File: config.mk
export PLATFORM = sky130hd
export DESIGN_NAME = dispwin_decoder
export DESIGN_NICKNAME = d
export VERILOG_FILES = /design/src/rtl/dispwin_pkg.sv /design/src/rtl/dispwin_decode.sv /design/src/rtl/dispwin_byteorder.sv /design/src/rtl/dispwin_decoder.sv
export SDC_FILE = /design/constraint.sdc
export NUM_CORES = 1
export LEC_CHECK = 0
export BUFFER_PORTS_ARGS = -buffer_cell sky130_fd_sc_hd__buf_2
export CAP_MARGIN = 15
export CORE_AREA = 2 2 122 77
export DETAILED_ROUTE_END_ITERATION = 12
export DIE_AREA = 0 0 124 79
export HOLD_SLACK_MARGIN = 0.06
export PLACE_DENSITY = 0.95
export REMOVE_ABC_BUFFERS = 1
export SETUP_SLACK_MARGIN = 0.5
export SLEW_MARGIN = 20
export SYNTH_ARGS = -nofsm -noshare
export SYNTH_HDL_FRONTEND = slang
export SYNTH_HIERARCHICAL = 1
export SYNTH_SLANG_ARGS = --single-unit
File: constraint.sdc
create_clock -name clk -period 5.25 [get_ports clk]
set_input_delay 1.05 -clock clk [delete_from_list [all_inputs] [get_ports clk]]
set_output_delay 1.05 -clock clk [all_outputs]
set_load 0.1 [all_outputs]
File: src/rtl/dispwin_pkg.sv
package dispwin_pkg;

    localparam int LEG_BASE   = 'h400;
    localparam int LEG_SPAN   = 32;
    localparam int LEG_PORT0  = 'h3C0;
    localparam int XM_BASE    = 'h500;
    localparam int XM_SPAN    = 22;
    localparam int BANK_BASE  = 'h600;
    localparam int BANK_SPAN  = 8;
    localparam int BANK_SIZE_OFF = 0;
    localparam int BANK_BO_OFF   = 4;
    localparam int OFF_W      = $clog2(LEG_SPAN);

    localparam logic [31:0] BE_MAGIC = 32'hBEBE_BEBE;
    localparam logic [31:0] LE_MAGIC = 32'h1E1E_1E1E;

    typedef enum logic [2:0] {
        ST_IDLE,
        ST_LEG,
        ST_XIDX,
        ST_XDAT,
        ST_ACK
    } dw_state_e;

    typedef enum logic [1:0] {
        RG_NONE,
        RG_LEG,
        RG_XM,
        RG_BANK
    } dw_region_e;

    typedef struct packed {
        dw_state_e        st;
        logic [1:0]       cnt;
        logic [1:0]       last;
        logic [OFF_W-1:0] off;
        logic             wr;
        logic [31:0]      wdata;
        logic [31:0]      rdata;
    } dw_ctx_t;

endpackage

File: src/rtl/dispwin_decode.sv
module dispwin_decode
    import dispwin_pkg::*;
#(
    parameter int ADDR_W  = 12,
    parameter bit BANK_EN = 1'b1
) (
    input  logic [ADDR_W-1:0] addr,
    input  logic [1:0]        size,
    output dw_region_e        region,
    output logic [OFF_W-1:0]  off,
    output logic [1:0]        last
);
    localparam int EW = ADDR_W + 1;

    logic [EW-1:0] lo;
    logic [EW-1:0] hi;
    logic          size_ok;
    logic          leg_hit;
    logic          xm_hit;
    logic          bank_hit;

    always_comb begin
        case (size)
            2'd0:    last = 2'd0;
            2'd1:    last = 2'd1;
            2'd2:    last = 2'd3;
            default: last = 2'd0;
        endcase
        size_ok = (size != 2'd3);
        lo      = {1'b0, addr};
        hi      = lo + EW'(last);
        leg_hit = size_ok && (lo >= EW'(LEG_BASE)) && (hi < EW'(LEG_BASE + LEG_SPAN));
        xm_hit  = size_ok && (lo >= EW'(XM_BASE))  && (hi < EW'(XM_BASE + XM_SPAN));
    end

    generate
        if (BANK_EN) begin : g_bank
            assign bank_hit = (lo >= EW'(BANK_BASE)) && (lo < EW'(BANK_BASE + BANK_SPAN));
        end else begin : g_nobank
            assign bank_hit = 1'b0;
        end
    endgenerate

    always_comb begin
        region = RG_NONE;
        off    = '0;
        if (leg_hit) begin
            region = RG_LEG;
            off    = OFF_W'(addr - ADDR_W'(LEG_BASE));
        end else if (xm_hit) begin
            region = RG_XM;
            off    = OFF_W'(addr - ADDR_W'(XM_BASE));
        end else if (bank_hit) begin
            region = RG_BANK;
            off    = OFF_W'(addr - ADDR_W'(BANK_BASE));
        end
    end

endmodule

File: src/rtl/dispwin_byteorder.sv
module dispwin_byteorder
    import dispwin_pkg::*;
(
    input  logic        clk,
    input  logic        rst_n,
    input  logic        wr_en,
    input  logic [31:0] wr_data,
    output logic        be
);
    logic be_d;
    logic be_q;

    always_comb begin
        be_d = be_q;
        if (wr_en && wr_data == BE_MAGIC) begin
            be_d = 1'b1;
        end else if (wr_en && wr_data == LE_MAGIC) begin
            be_d = 1'b0;
        end
    end

    always_ff @(posedge clk or negedge rst_n) begin
        if (!rst_n) be_q <= 1'b0;
        else        be_q <= be_d;
    end

    assign be = be_q;


    byteorder_hold_chk: assert property (@(posedge clk) disable iff (!rst_n)
        (!wr_en || (wr_data != BE_MAGIC && wr_data != LE_MAGIC)) |=> $stable(be_q));

endmodule

File: src/rtl/dispwin_decoder.sv
module dispwin_decoder
    import dispwin_pkg::*;
#(
    parameter int ADDR_W      = 12,
    parameter int LEG_PORT_W  = 10,
    parameter bit EXT_BANK_EN = 1'b1
) (
    input  logic                  clk,
    input  logic                  rst_n,
    input  logic                  req_valid,
    input  logic [ADDR_W-1:0]     req_addr,
    input  logic [1:0]            req_size,
    input  logic                  req_write,
    input  logic [31:0]           req_wdata,
    output logic                  rsp_ack,
    output logic [31:0]           rsp_rdata,
    output logic                  lg_valid,
    output logic                  lg_write,
    output logic [LEG_PORT_W-1:0] lg_port,
    output logic [7:0]            lg_wdata,
    input  logic [7:0]            lg_rdata,
    output logic                  xm_valid,
    output logic                  xm_sel,
    output logic                  xm_write,
    output logic [15:0]           xm_wdata,
    input  logic [15:0]           xm_rdata,
    output logic                  big_endian
);
    dw_region_e       dec_region;
    logic [OFF_W-1:0] dec_off;
    logic [1:0]       dec_last;
    logic             bo_wr;
    logic             be;
    dw_ctx_t          ctx_d;
    dw_ctx_t          ctx_q;

    dispwin_decode #(
        .ADDR_W  (ADDR_W),
        .BANK_EN (EXT_BANK_EN)
    ) u_dec (
        .addr   (req_addr),
        .size   (req_size),
        .region (dec_region),
        .off    (dec_off),
        .last   (dec_last)
    );

    dispwin_byteorder u_bo (
        .clk     (clk),
        .rst_n   (rst_n),
        .wr_en   (bo_wr),
        .wr_data (req_wdata),
        .be      (be)
    );

    always_comb begin
        ctx_d = ctx_q;
        bo_wr = 1'b0;
        case (ctx_q.st)
            ST_IDLE: begin
                if (req_valid) begin
                    ctx_d.off   = dec_off;
                    ctx_d.last  = dec_last;
                    ctx_d.cnt   = 2'd0;
                    ctx_d.wr    = req_write;
                    ctx_d.wdata = req_wdata;
                    ctx_d.rdata = '0;
                    case (dec_region)
                        RG_LEG:  ctx_d.st = ST_LEG;
                        RG_XM:   ctx_d.st = ST_XIDX;
                        RG_BANK: begin
                            ctx_d.st = ST_ACK;
                            if (req_size == 2'd2) begin
                                if (dec_off == OFF_W'(BANK_SIZE_OFF)) begin
                                    ctx_d.rdata = 32'(BANK_SPAN);
                                end else if (dec_off == OFF_W'(BANK_BO_OFF)) begin
                                    ctx_d.rdata = be ? BE_MAGIC : LE_MAGIC;
                                    bo_wr       = req_write;
                                end
                            end
                        end
                        default: ctx_d.st = ST_ACK;
                    endcase
                end
            end
            ST_LEG: begin
                ctx_d.rdata = ctx_q.rdata | (32'(lg_rdata) << {ctx_q.cnt, 3'b000});
                if (ctx_q.cnt == ctx_q.last) ctx_d.st = ST_ACK;
                else                         ctx_d.cnt = ctx_q.cnt + 2'd1;
            end
            ST_XIDX: ctx_d.st = ST_XDAT;
            ST_XDAT: begin
                ctx_d.rdata = 32'(xm_rdata);
                ctx_d.st    = ST_ACK;
            end
            ST_ACK:  ctx_d.st = ST_IDLE;
            default: ctx_d.st = ST_IDLE;
        endcase
    end

    always_ff @(posedge clk or negedge rst_n) begin
        if (!rst_n) begin
            ctx_q    <= '0;
            ctx_q.st <= ST_IDLE;
        end else begin
            ctx_q <= ctx_d;
        end
    end

    assign lg_valid   = (ctx_q.st == ST_LEG);
    assign lg_write   = ctx_q.wr;
    assign lg_port    = LEG_PORT_W'(LEG_PORT0) + LEG_PORT_W'(ctx_q.off) + LEG_PORT_W'(ctx_q.cnt);
    assign lg_wdata   = 8'(ctx_q.wdata >> {ctx_q.cnt, 3'b000});
    assign xm_valid   = (ctx_q.st == ST_XIDX) || (ctx_q.st == ST_XDAT);
    assign xm_sel     = (ctx_q.st == ST_XDAT);
    assign xm_write   = (ctx_q.st == ST_XIDX) ? 1'b1 : ctx_q.wr;
    assign xm_wdata   = (ctx_q.st == ST_XIDX) ? 16'(ctx_q.off >> 1) : ctx_q.wdata[15:0];
    assign rsp_ack    = (ctx_q.st == ST_ACK);
    assign rsp_rdata  = (rsp_ack && !ctx_q.wr) ? ctx_q.rdata : '0;
    assign big_endian = be;


    lg_port_range_chk: assert property (@(posedge clk) disable iff (!rst_n)
        lg_valid |-> (lg_port >= LEG_PORT_W'(LEG_PORT0)) &&
                     (lg_port <  LEG_PORT_W'(LEG_PORT0 + LEG_SPAN)));


    lg_ascend_chk: assert property (@(posedge clk) disable iff (!rst_n)
        (lg_valid && $past(lg_valid)) |-> (lg_port == $past(lg_port) + LEG_PORT_W'(1)));


    xm_idx_first_chk: assert property (@(posedge clk) disable iff (!rst_n)
        (xm_valid && xm_sel) |-> $past(xm_valid && !xm_sel && xm_write));


    ack_pulse_chk: assert property (@(posedge clk) disable iff (!rst_n)
        rsp_ack |=> !rsp_ack);


    ack_quiet_chk: assert property (@(posedge clk) disable iff (!rst_n)
        rsp_ack |-> !lg_valid && !xm_valid);

endmodule

* Word-level counts from Yosys, hierarchy flattened
Cells that the tools add are included.
** Storage, ports and cells
- Input port bits :: 74
- Output and inout port bits :: 73
- Word-level logic and storage cells :: 90
- Bits in registers :: 78
** Cells by class
- $add $sub $neg :: 7
- Equal/unequal tests :: 17
- Order comparisons :: 6
- Multiplexer cells :: 30
- Shift-type cells :: 2
- Reduce and logical (&&, ||, !) cells :: 19
- Bitwise operators :: 1
** Operator list (count)
- $mux W32 :: 6
- $pmux W32 S3 :: 1
- $mux W77 :: 1
- $ge A12 B11 Y1 const B :: 3
- $eq A32 B29 Y1 const B :: 1
- $eq A32 B32 Y1 const B :: 1
- $or A32 B32 Y32 :: 1
- $shl A8 B5 Y32 :: 1
- $shr A32 B5 Y8 :: 1
- $lt A13 B11 Y1 const B :: 2
- $mux W16 :: 1
- $mux W5 :: 3
- $sub A5 B1 Y5 const B :: 3
- $add A12 B2 Y13 :: 1
- $lt A12 B11 Y1 const B :: 1
- $pmux W3 S4 :: 1
- $add A8 B3 Y9 :: 1
- $mux W1 :: 9
- $add A7 B6 Y8 const A :: 1
- $logic_and A1 B1 Y1 :: 8
- $mux W2 :: 4
- $pmux W2 S2 :: 2
- $eq A2 B2 Y1 const B :: 3
- $eq A3 B2 Y1 const B :: 2
- 18 further kinds :: 24

* Depth between registers and ports, before layout
Gate-level depths: netlist of run 1.
- Depth in word-level cells :: 17
- Gate-level depth with buffers :: 17
- Depth with buffers taken out :: 17

* Hierarchy
The synthesis of run 1 kept the hierarchy.
** Modules (own cells, without submodules)
- dispwin_decoder :: cells an instance 429, area an instance 4075.2 um^2, seq. area each 1926.8 um^2, instances 1
- dispwin_decode :: cells an instance 66, area an instance 518.0 um^2, seq. area each 0.0 um^2, instances 1
- dispwin_byteorder :: cells an instance 18, area an instance 152.6 um^2, seq. area each 25.0 um^2, instances 1

* Worst setup path after synthesis of run 1
Ideal clock, no wire load.
- Kind :: register -> output
- From :: register ctx_q[74] in the netlist's numbering
- To :: output port rsp_rdata[10]
- Buffers on the path :: 1
- Data arrival time :: 4.066 ns
- Cell stages (with the launch flop) :: 5
- Required time :: 4.200 ns
- Path slack :: 0.134 ns
- Cells stage by stage :: dfrtp_1 nor3b_1 nor2b_1 clkbuf_1 and2_1
** On the way
- Word-level cells in the longest chain between the ends :: 3
** Ends and longest elaborated chain
- start: declaration :: RTL line dispwin_decoder.sv:35 : dw_ctx_t ctx_q;
- start signal: assignment :: RTL line dispwin_decoder.sv:106 : ctx_q <= ctx_d;
- $eq A3 B3 Y1 :: RTL line dispwin_decoder.sv:118 : assign rsp_ack = (ctx_q.st == ST_ACK);
- via rsp_ack :: RTL line dispwin_decoder.sv:15 : output logic rsp_ack,
- $logic_and A1 B1 Y1 :: RTL line dispwin_decoder.sv:119 : assign rsp_rdata = (rsp_ack && !ctx_q.wr) ? ctx_q.rdata : '0;
- $mux W32 :: RTL line dispwin_decoder.sv:119
- end: declaration :: RTL line dispwin_decoder.sv:16 : output logic [31:0] rsp_rdata,
The timed path passes the listed nets, and every way through them passes these cells.

* Final worst setup path of run 1
- From :: input port req_size[0]
- To :: register u_bo.be_q, in the netlist u_bo/be
** On the way
- Word-level cells in the longest chain between the ends :: 16
- Elaborated cells between the ends (all ways) :: 28
- Those cells by class :: add/sub (1); order compare (2); eq/ne (5); mux (12); reduce/logical (8)
** Ends and longest elaborated chain
- start: declaration :: RTL line dispwin_decoder.sv:12 : input logic [1:0] req_size,
- $eq A2 B2 Y1 / $eq A2 B1 Y1 (equally long branches) :: RTL line dispwin_decode.sv:23 : case (size)
- $pmux W2 S2 :: RTL line dispwin_decode.sv:23
- $add A12 B2 Y13 :: RTL line dispwin_decode.sv:31 : hi = lo + EW'(last);
- $lt A13 B11 Y1 :: RTL line dispwin_decode.sv:33 : xm_hit = size_ok && (lo >= EW'(XM_BASE)) && (hi < EW'(XM_BASE + XM_SPAN));
- $logic_and A1 B1 Y1 :: RTL line dispwin_decode.sv:33
- $mux W5 :: RTL line dispwin_decode.sv:50 : end else if (xm_hit) begin
- $mux W5 * :: RTL line dispwin_decode.sv:47 : if (leg_hit) begin
- via dec_off[4] :: RTL line dispwin_decoder.sv:30 : logic [OFF_W-1:0] dec_off;
- [2 not listed]
- $mux W1 * :: RTL line dispwin_decoder.sv:74 : if (dec_off == OFF_W'(BANK_SIZE_OFF)) begin
- $mux W1 * :: RTL line dispwin_decoder.sv:73 : if (req_size == 2'd2) begin
- $mux W1 * :: RTL line dispwin_decoder.sv:68 : case (dec_region)
- $mux W1 * :: RTL line dispwin_decoder.sv:61 : if (req_valid) begin
- $mux W1 * :: RTL line dispwin_decoder.sv:59 : case (ctx_q.st)
- via bo_wr :: RTL line dispwin_decoder.sv:32 : logic bo_wr;
- $logic_and A1 B1 Y1 (on tied branches) :: RTL line dispwin_byteorder.sv:15, dispwin_byteorder.sv:17
- $mux W1 / $reduce_bool A2 Y1 (equally long branches)
- end signal: assignment :: RTL line dispwin_byteorder.sv:23 : if (!rst_n) be_q <= 1'b0;
- end signal: assignment :: RTL line dispwin_byteorder.sv:24 : else be_q <= be_d;
- end: declaration :: RTL line dispwin_byteorder.sv:11 : logic be_q;
Mark *: on every way through the listed nets, which the timed path passes. The rest lies on a longest branch.
A chain may end at the register's enable or synchronous reset.

==> flow_summary.yaml, run 1 <==
logic_synthesis:
  syn_inst: 513
  synth_area_um2: 4750
  synth-seq-cells: 78
  yosys_most_used_dff: "dfrtp_1"
  synth_seq_area_share_pct: 41.1
  synth-edff-count: 0
  ys_warn_count: 6
  async_flop_share_pct: 100
  synthDistinctLibCells: 64
  syn_area_per_cell_um2: 9.25
critical_path:
  cpMaxStageDelayCell: "or4_4"
  path_class: "input pin to register"
  cp.arrival_ns: 5.05
  cp_slowest_stage_delay_ns: 0.54
  regToRegSetupSlack_ns: 3.01
  rr_worst_depth: 7
  reg2reg_from: "ctx_q[75]$_DFFE_PN0P_"
  crit_fanout: 5
  critPathRequiredTime_ns: 5.46
  start_kind: "input pin"
  end_kind: "register"
  r2r-end: "u_bo/be$_DFFE_PN0P_"
  cp_cell_sequence: "buf_2 -> inv_1 -> ha_1 -> and2b_2 -> fa_2 -> o31ai_2 -> a222oi_1 -> o2111a_2 -> o311ai_4 -> buf_4 -> a21oi_1 -> nor2b_1 -> and4_4 -> nand4b_1 -> or4_4 -> o41ai_2 -> o41ai_1"
  startpoint: "req_size[0]"
job:
  maxCapViolCount: 0
drt:
  drc: 0
  wl_per_cell_um: 18.1
  viasPerCell: 5.96
  wirelength_mm: 13.8
  ant_nets: 0
  dr.pass1.iters: 5
  drt-initial-drc-count: 405
  vias: 4550
cells_and_area:
  finalInstanceArea_um2: 5850
  synthToLayoutAreaGrowth_pct: 23.3
  finalNetCount: 726
  final_cell_mix: "buf_2, nand2_1, dfrtp_1"
  layout-drive-gt1-share_pct: 33.2
  diodes: 0
  stdcell_count: 763
  final_common_cell: "buf_2"
place:
  gp_congestion: 1.05
  port_buffers: 142
  post-dp-hpwl_mm: 9.69
  dpl.cell_count: 745
  dpl_cell_area_um2: 5470
power:
  p_comb_share_pct: 50.1
  p_switching_uw: 1590
  p_int_uw: 1440
  p_leak_uw: 0.00305
  clkPwrFrac_pct: 21.1
  seq_power_share_pct: 28.8
  swShare_pct: 52.5
  peakVddDrop_mv: 0.528
  powerDensity_nw_per_um2: 517
clock_network:
  cts_tree: "built"
  clockBufferDepth: 2
  clkTransAtPathRegs_ns: 0.06
  clock_sinks: 78
  clkLatencyLatePin_ns: 0.34
  cts_buffers: 9
  htreeDepth: 3
  clock-root-buffer: "clkbuf_16"
sta:
  finalMaxSlewViolations: 0
  setup_viol_count_final: 0
  fin_crit_ns: 4.83
  skew_ns: 0.00781
  maxSlewHeadroom_pct: 34.3
  fmax_mhz: 207
  fin_crit_sh_pct: 92.0
  rsz0062_at_grt: "true"
  finalHoldViolCount: 0
  whs_ns: 0.476
  worst_slew_pin_slew_ns: 0.986
floorplanning:
  core_um2: 8780
  die_h_um: 79
  start_util_pct: 54.0
  io_pins: 147
  dieArea_um2: 9800
  die_w_um: 124
  fp-row-count: 27
global_route:
  grt_pass1_wl_mm: 21.7
  antenna_found_initial: 0
  grt_pass1_vias: 4390
  grt_max_degree: 79
  grt.overflow.total: 0
  track_usage_pct: 28.7
min_path:
  min_path_cells: 2
  worstHoldStart: "ctx_q[60]$_DFFE_PN0P_"
  hold_path.class: "register to register"
  holdPathEnd: "ctx_q[60]$_DFFE_PN0P_"
outcome:
  status: "finished, final reports clean"
==> sequential cells by signal (all words and copies together), names as in the netlist <==
signal	flops
lg_write	1
u_bo/be	1
ctx_q	76
==> worst max path at each step <==
stage / slack, ns / endpoint / cells past startpoint
floorplan: -0.26 / rsp_rdata[0] / 3
global placement: 0.19 / u_bo/be$_DFFE_PN0P_ / 16
detailed placement: 0.02 / u_bo/be$_DFFE_PN0P_ / 16
CTS: 0.51 / u_bo/be$_DFFE_PN0P_ / 17
global route: 0.26 / u_bo/be$_DFFE_PN0P_ / 17
finish: 0.42 / u_bo/be$_DFFE_PN0P_ / 17
==> kinds of logic after synthesis <==
logic type	synth area share, %
muxes	4.75
adders and majority gates	2.95
xor gates and xnor gates	1.66
DFF	41.1
and+or+nand+nor	27.9
AOI/OAI and AO/OA	16.5
buffers and inverters	5.09
other	0.0790
==> metrics by stage <==
step | total power, µW | util (%) | setup WS [ns] | TNS (ns)
floorplan | 2060 | - | -0.257 | -8.21
global placement | 2340 | 62.3 | 0.194 | 0
detailed placement | 2380 | 62.3 | 0.0152 | 0
CTS | 3020 | 66.1 | 0.514 | 0
global route | 3150 | 66.6 | 0.263 | 0
finish | 3020 | 66.6 | 0.419 | 0
==> cells in the mapped netlist, types with 3 or more instances <==
library cell | count | area (µm²)
a21boi_1 | 4 | 30.0
a21oi_1 | 17 | 85.1
nand3_1 | 8 | 40.0
inv_1 | 11 | 41.3
and4_1 | 3 | 26.3
nand2b_1 | 3 | 18.8
nand2_1 | 141 | 529
mux2_2 | 4 | 45.0
buf_6 | 3 | 33.8
ha_1 | 8 | 100
buf_2 | 6 | 30.0
xnor2_1 | 4 | 35.0
clkbuf_1 | 19 | 71.3
o211ai_1 | 4 | 30.0
o21a_1 | 13 | 97.6
and3_1 | 8 | 50.1
buf_4 | 5 | 37.5
nor2_1 | 12 | 45.0
xor2_1 | 5 | 43.8
dfrtp_1 | 78 | 1950
nand4_1 | 5 | 31.3
o211ai_2 | 6 | 75.1
o221ai_1 | 4 | 35.0
a221o_1 | 16 | 160
o21ai_0 | 4 | 20.0
nor3_1 | 3 | 15.0
a31oi_1 | 4 | 25.0
nand4b_1 | 3 | 26.3
nor4_1 | 4 | 25.0
nor3b_1 | 3 | 22.5
and2_1 | 35 | 219
nor2b_1 | 23 | 144
mux4_2 | 8 | 180
==> area by class of cell <==
class	instances	area (µm²)
fill	684	2930
multi-input combinational	391	2630
sequential	78	1950
timing repair buffer	151	781
clock buffer	10	239
tap	116	145
clock inverter	6	70.1
inverter	11	41.3
==> worst max-delay path, delay by kind of cell <==
kind                     cells  cell delay [ns]
AO/OA/AOI/OAI                7             1.56
AND/OR/NAND/NOR              5             1.32
adder cells (fa/ha/maj)      2             0.74
buffers and inverters        3             0.37
==> power groups by stage <==
stage	combinational [µW]	clock (µW)	sequential, µW
3_5_place_dp	1500	0	875
4_1_cts	1510	645	866
5_1_grt	1590	673	890
6_report	1520	639	870
2_1_floorplan	1210	0	855
3_3_place_gp	1480	0	864
==> metal layers <==
layer,track usage (%),part of all wire (%)
met3,8.05,10
met4,8.88,1.3
met2,44.6,47
met5,0,0
met1,39.3,41
==> repair_timing <==
| action | 4_1_cts | 5_1_grt |
|---|---|---|
| endpoints found under the setup margin | 1 | 13 |
| pin swaps | 2 | 6 |
| resized for setup | 5 | 8 |
| hold buffers | 0 | 0 |
| setup buffers | 1 | 1 |
(Power assumes the default switching activity.)
==> run 2, diff against run 1 <==
--- a/config.mk
+++ b/config.mk
@@ -7,11 +7,12 @@
 export LEC_CHECK = 0
 export BUFFER_PORTS_ARGS = -buffer_cell sky130_fd_sc_hd__buf_2
 export CAP_MARGIN = 15
-export CORE_AREA = 2 2 122 77
+export CORE_AREA = 2 2 158 98
 export DETAILED_ROUTE_END_ITERATION = 12
-export DIE_AREA = 0 0 124 79
+export DIE_AREA = 0 0 160 100
 export HOLD_SLACK_MARGIN = 0.06
-export PLACE_DENSITY = 0.95
+export PLACE_DENSITY = 0.67
+export RECOVER_POWER = 50
 export REMOVE_ABC_BUFFERS = 1
 export SETUP_SLACK_MARGIN = 0.5
 export SLEW_MARGIN = 20
==> run 2 against run 1 <==
The run now ends with capacitance limit, slew limit left. Clock-buffer cell count unchanged. Cell count up 11%. Critical path depth down 1. Non-clock buffer count unchanged. Combinational power about the same. Sequential power down 2.3%. Maximum frequency up 3.9%.
==> flow_summary.yaml, run 2 (synthesis results as in run 1) <==
clock_network:
  clock-root-buffer: "clkbuf_16"
  clock_sinks: 78
  clkTransAtPathRegs_ns: 0.06
  clkLatencyLatePin_ns: 0.33
  htreeDepth: 3
  cts_tree: "built"
  clockBufferDepth: 2
  cts_buffers: 9
drt:
  wl_per_cell_um: 16.2
  wirelength_mm: 13.8
  ant_nets: 0
  dr.pass1.iters: 5
  drt-initial-drc-count: 314
  vias: 4234
  viasPerCell: 4.99
  drc: 0
min_path:
  hold_path.class: "register to register"
  min_path_cells: 2
  worstHoldStart: "ctx_q[56]$_DFFE_PN0P_"
  holdPathEnd: "ctx_q[56]$_DFFE_PN0P_"
power:
  peakVddDrop_mv: 0.420
  seq_power_share_pct: 27.9
  p_comb_share_pct: 50.2
  p_switching_uw: 1580
  powerDensity_nw_per_um2: 508
  fin_total_pwr_uw: 3050
  swShare_pct: 51.8
  p_int_uw: 1470
  p_leak_uw: 0.00307
  clkPwrFrac_pct: 22.0
floorplanning:
  core_um2: 14800
  start_util_pct: 32.1
  io_pins: 147
  dieArea_um2: 16000
  die_w_um: 160
  fp-row-count: 35
  die_h_um: 100
sta:
  setup_tns_ns: 0
  maxSlewHeadroom_pct: -135
  fmax_mhz: 215
  finalHoldViolCount: 0
  worst_slew_pin_slew_ns: 3.53
  fin_crit_sh_pct: 88.6
  setup_viol_count_final: 0
  rsz0062_at_grt: "false"
  setup_slack_ns: 0.600
  finalMaxSlewViolations: 124
  whs_ns: 0.472
  fin_crit_ns: 4.65
  skew_ns: 0.00580
critical_path:
  path_class: "input pin to register"
  cp.arrival_ns: 4.85
  rr_worst_depth: 4
  startpoint: "req_size[0]"
  end_kind: "register"
  crit_fanout: 6
  reg2reg_from: "ctx_q[76]$_DFFE_PN0P_"
  critPathRequiredTime_ns: 5.45
  regToRegSetupSlack_ns: 2.54
  start_kind: "input pin"
  r2r-end: "ctx_q[5]$_DFFE_PN0P_"
global_route:
  antenna_found_initial: 0
  grt_pass1_vias: 4056
  grt_max_degree: 79
  grt_pass1_wl_mm: 22.2
  grt.overflow.total: 0
  track_usage_pct: 17.5
outcome:
  status: "finished with violations"
  violations: "capacitance limit, slew limit"
cells_and_area:
  largest-register: "ctx_q"
  final_common_cell: "nand2_1"
  diodes: 0
  final_cell_mix: "nand2_1, buf_2, dfrtp_1"
  largest_reg_flops: 76
  layout-drive-gt1-share_pct: 32.4
  n_fill_cell: 1506
  synthToLayoutAreaGrowth_pct: 26.3
  finalNetCount: 726
  final_core_util_pct: 40.5
job:
  maxCapViolCount: 2
place:
  post-dp-hpwl_mm: 9.88
  dp_slack_ns: -0.00956
  port_buffers: 142
  gp_congestion: 0.820
-- run 2: cell types whose count changed in the layout (fill, tap and decap cells not counted), sizes merged --
cell / previous run / this run
buf: 151 / 149
bufinv: 1 / 2
clkbuf: 10 / 11
clkinv: 1 / 0
clkinvlp: 3 / 2
dlygate4sd2: 0 / 1
-- run 2: power groups by stage --
stage	Clock [µW]	Combinational (µW)	Sequential (µW)
5_1_grt	716	1620	870
3_5_place_dp	0	1530	860
4_1_cts	686	1530	850
6_report	669	1530	850
2_1_floorplan	0	1210	855
3_3_place_gp	0	1530	855
-- run 2: timing repair --
action | 4_1_cts | 5_1_grt
pin swaps | 2 | 11
hold buffers | 0 | 0
setup endpoints to repair | 1 | 1
gates resized for setup | 6 | 10
setup buffers | 0 | 1
-- run 2: critical path: stages --
cell      delay (ns)
buf_4           0.11
inv_1           0.06
ha_4            0.27
and2b_2         0.22
fa_2            0.45
o31ai_2         0.19
a222oi_1        0.13
o2111a_2        0.28
o311ai_4        0.43
a21boi_2        0.12
nor4_2          0.35
and4_4          0.29
nand4b_1        0.09
or4_4           0.45
o41ai_4         0.23
o41ai_2         0.12
-- run 2: worst max-delay path by stage --
stage                             to  slack (ns)  depth (start not counted)
2_1_floorplan           rsp_rdata[0]       -0.26                          3
4_1_cts          u_bo/be$_DFFE_PN0P_        0.51                         17
3_5_place_dp     u_bo/be$_DFFE_PN0P_       -0.01                         16
5_1_grt        ctx_q[61]$_DFFE_PN0P_        0.30                          1
6_report         u_bo/be$_DFFE_PN0P_        0.60                         16
3_3_place_gp     u_bo/be$_DFFE_PN0P_         0.1                         16
-- run 2: cell type report --
cell class / instances / area, µm² / share of cell area (%)
clock buffers: 10 / 229 / 3.82
inverters: 11 / 41.3 / 0.689
clock inverters: 5 / 83.8 / 1.40
repair buffers: 151 / 783 / 13.1
flip-flops and latches: 78 / 1950 / 32.6
multi-input cells: 391 / 2650 / 44.2
well taps: 203 / 254 / 4.24
-- run 2: metal layers --
metal,wire length [µm],up-vias,global-route usage (%)
met5,0,-,0
met4,49,0,2.70
met3,826,5,4.42
met2,5720,141,24.9
met1,7190,2042,26.9
li1,-,2046,-
-- run 2: metrics by stage --
stage | instance area, µm² | std cells
final | 6000 | 849
after global routing | 6000 | 849
after CTS | 5920 | 848
after detailed placement | 5590 | 833
after global placement | 5590 | 833
after floorplan | 4560 | 480
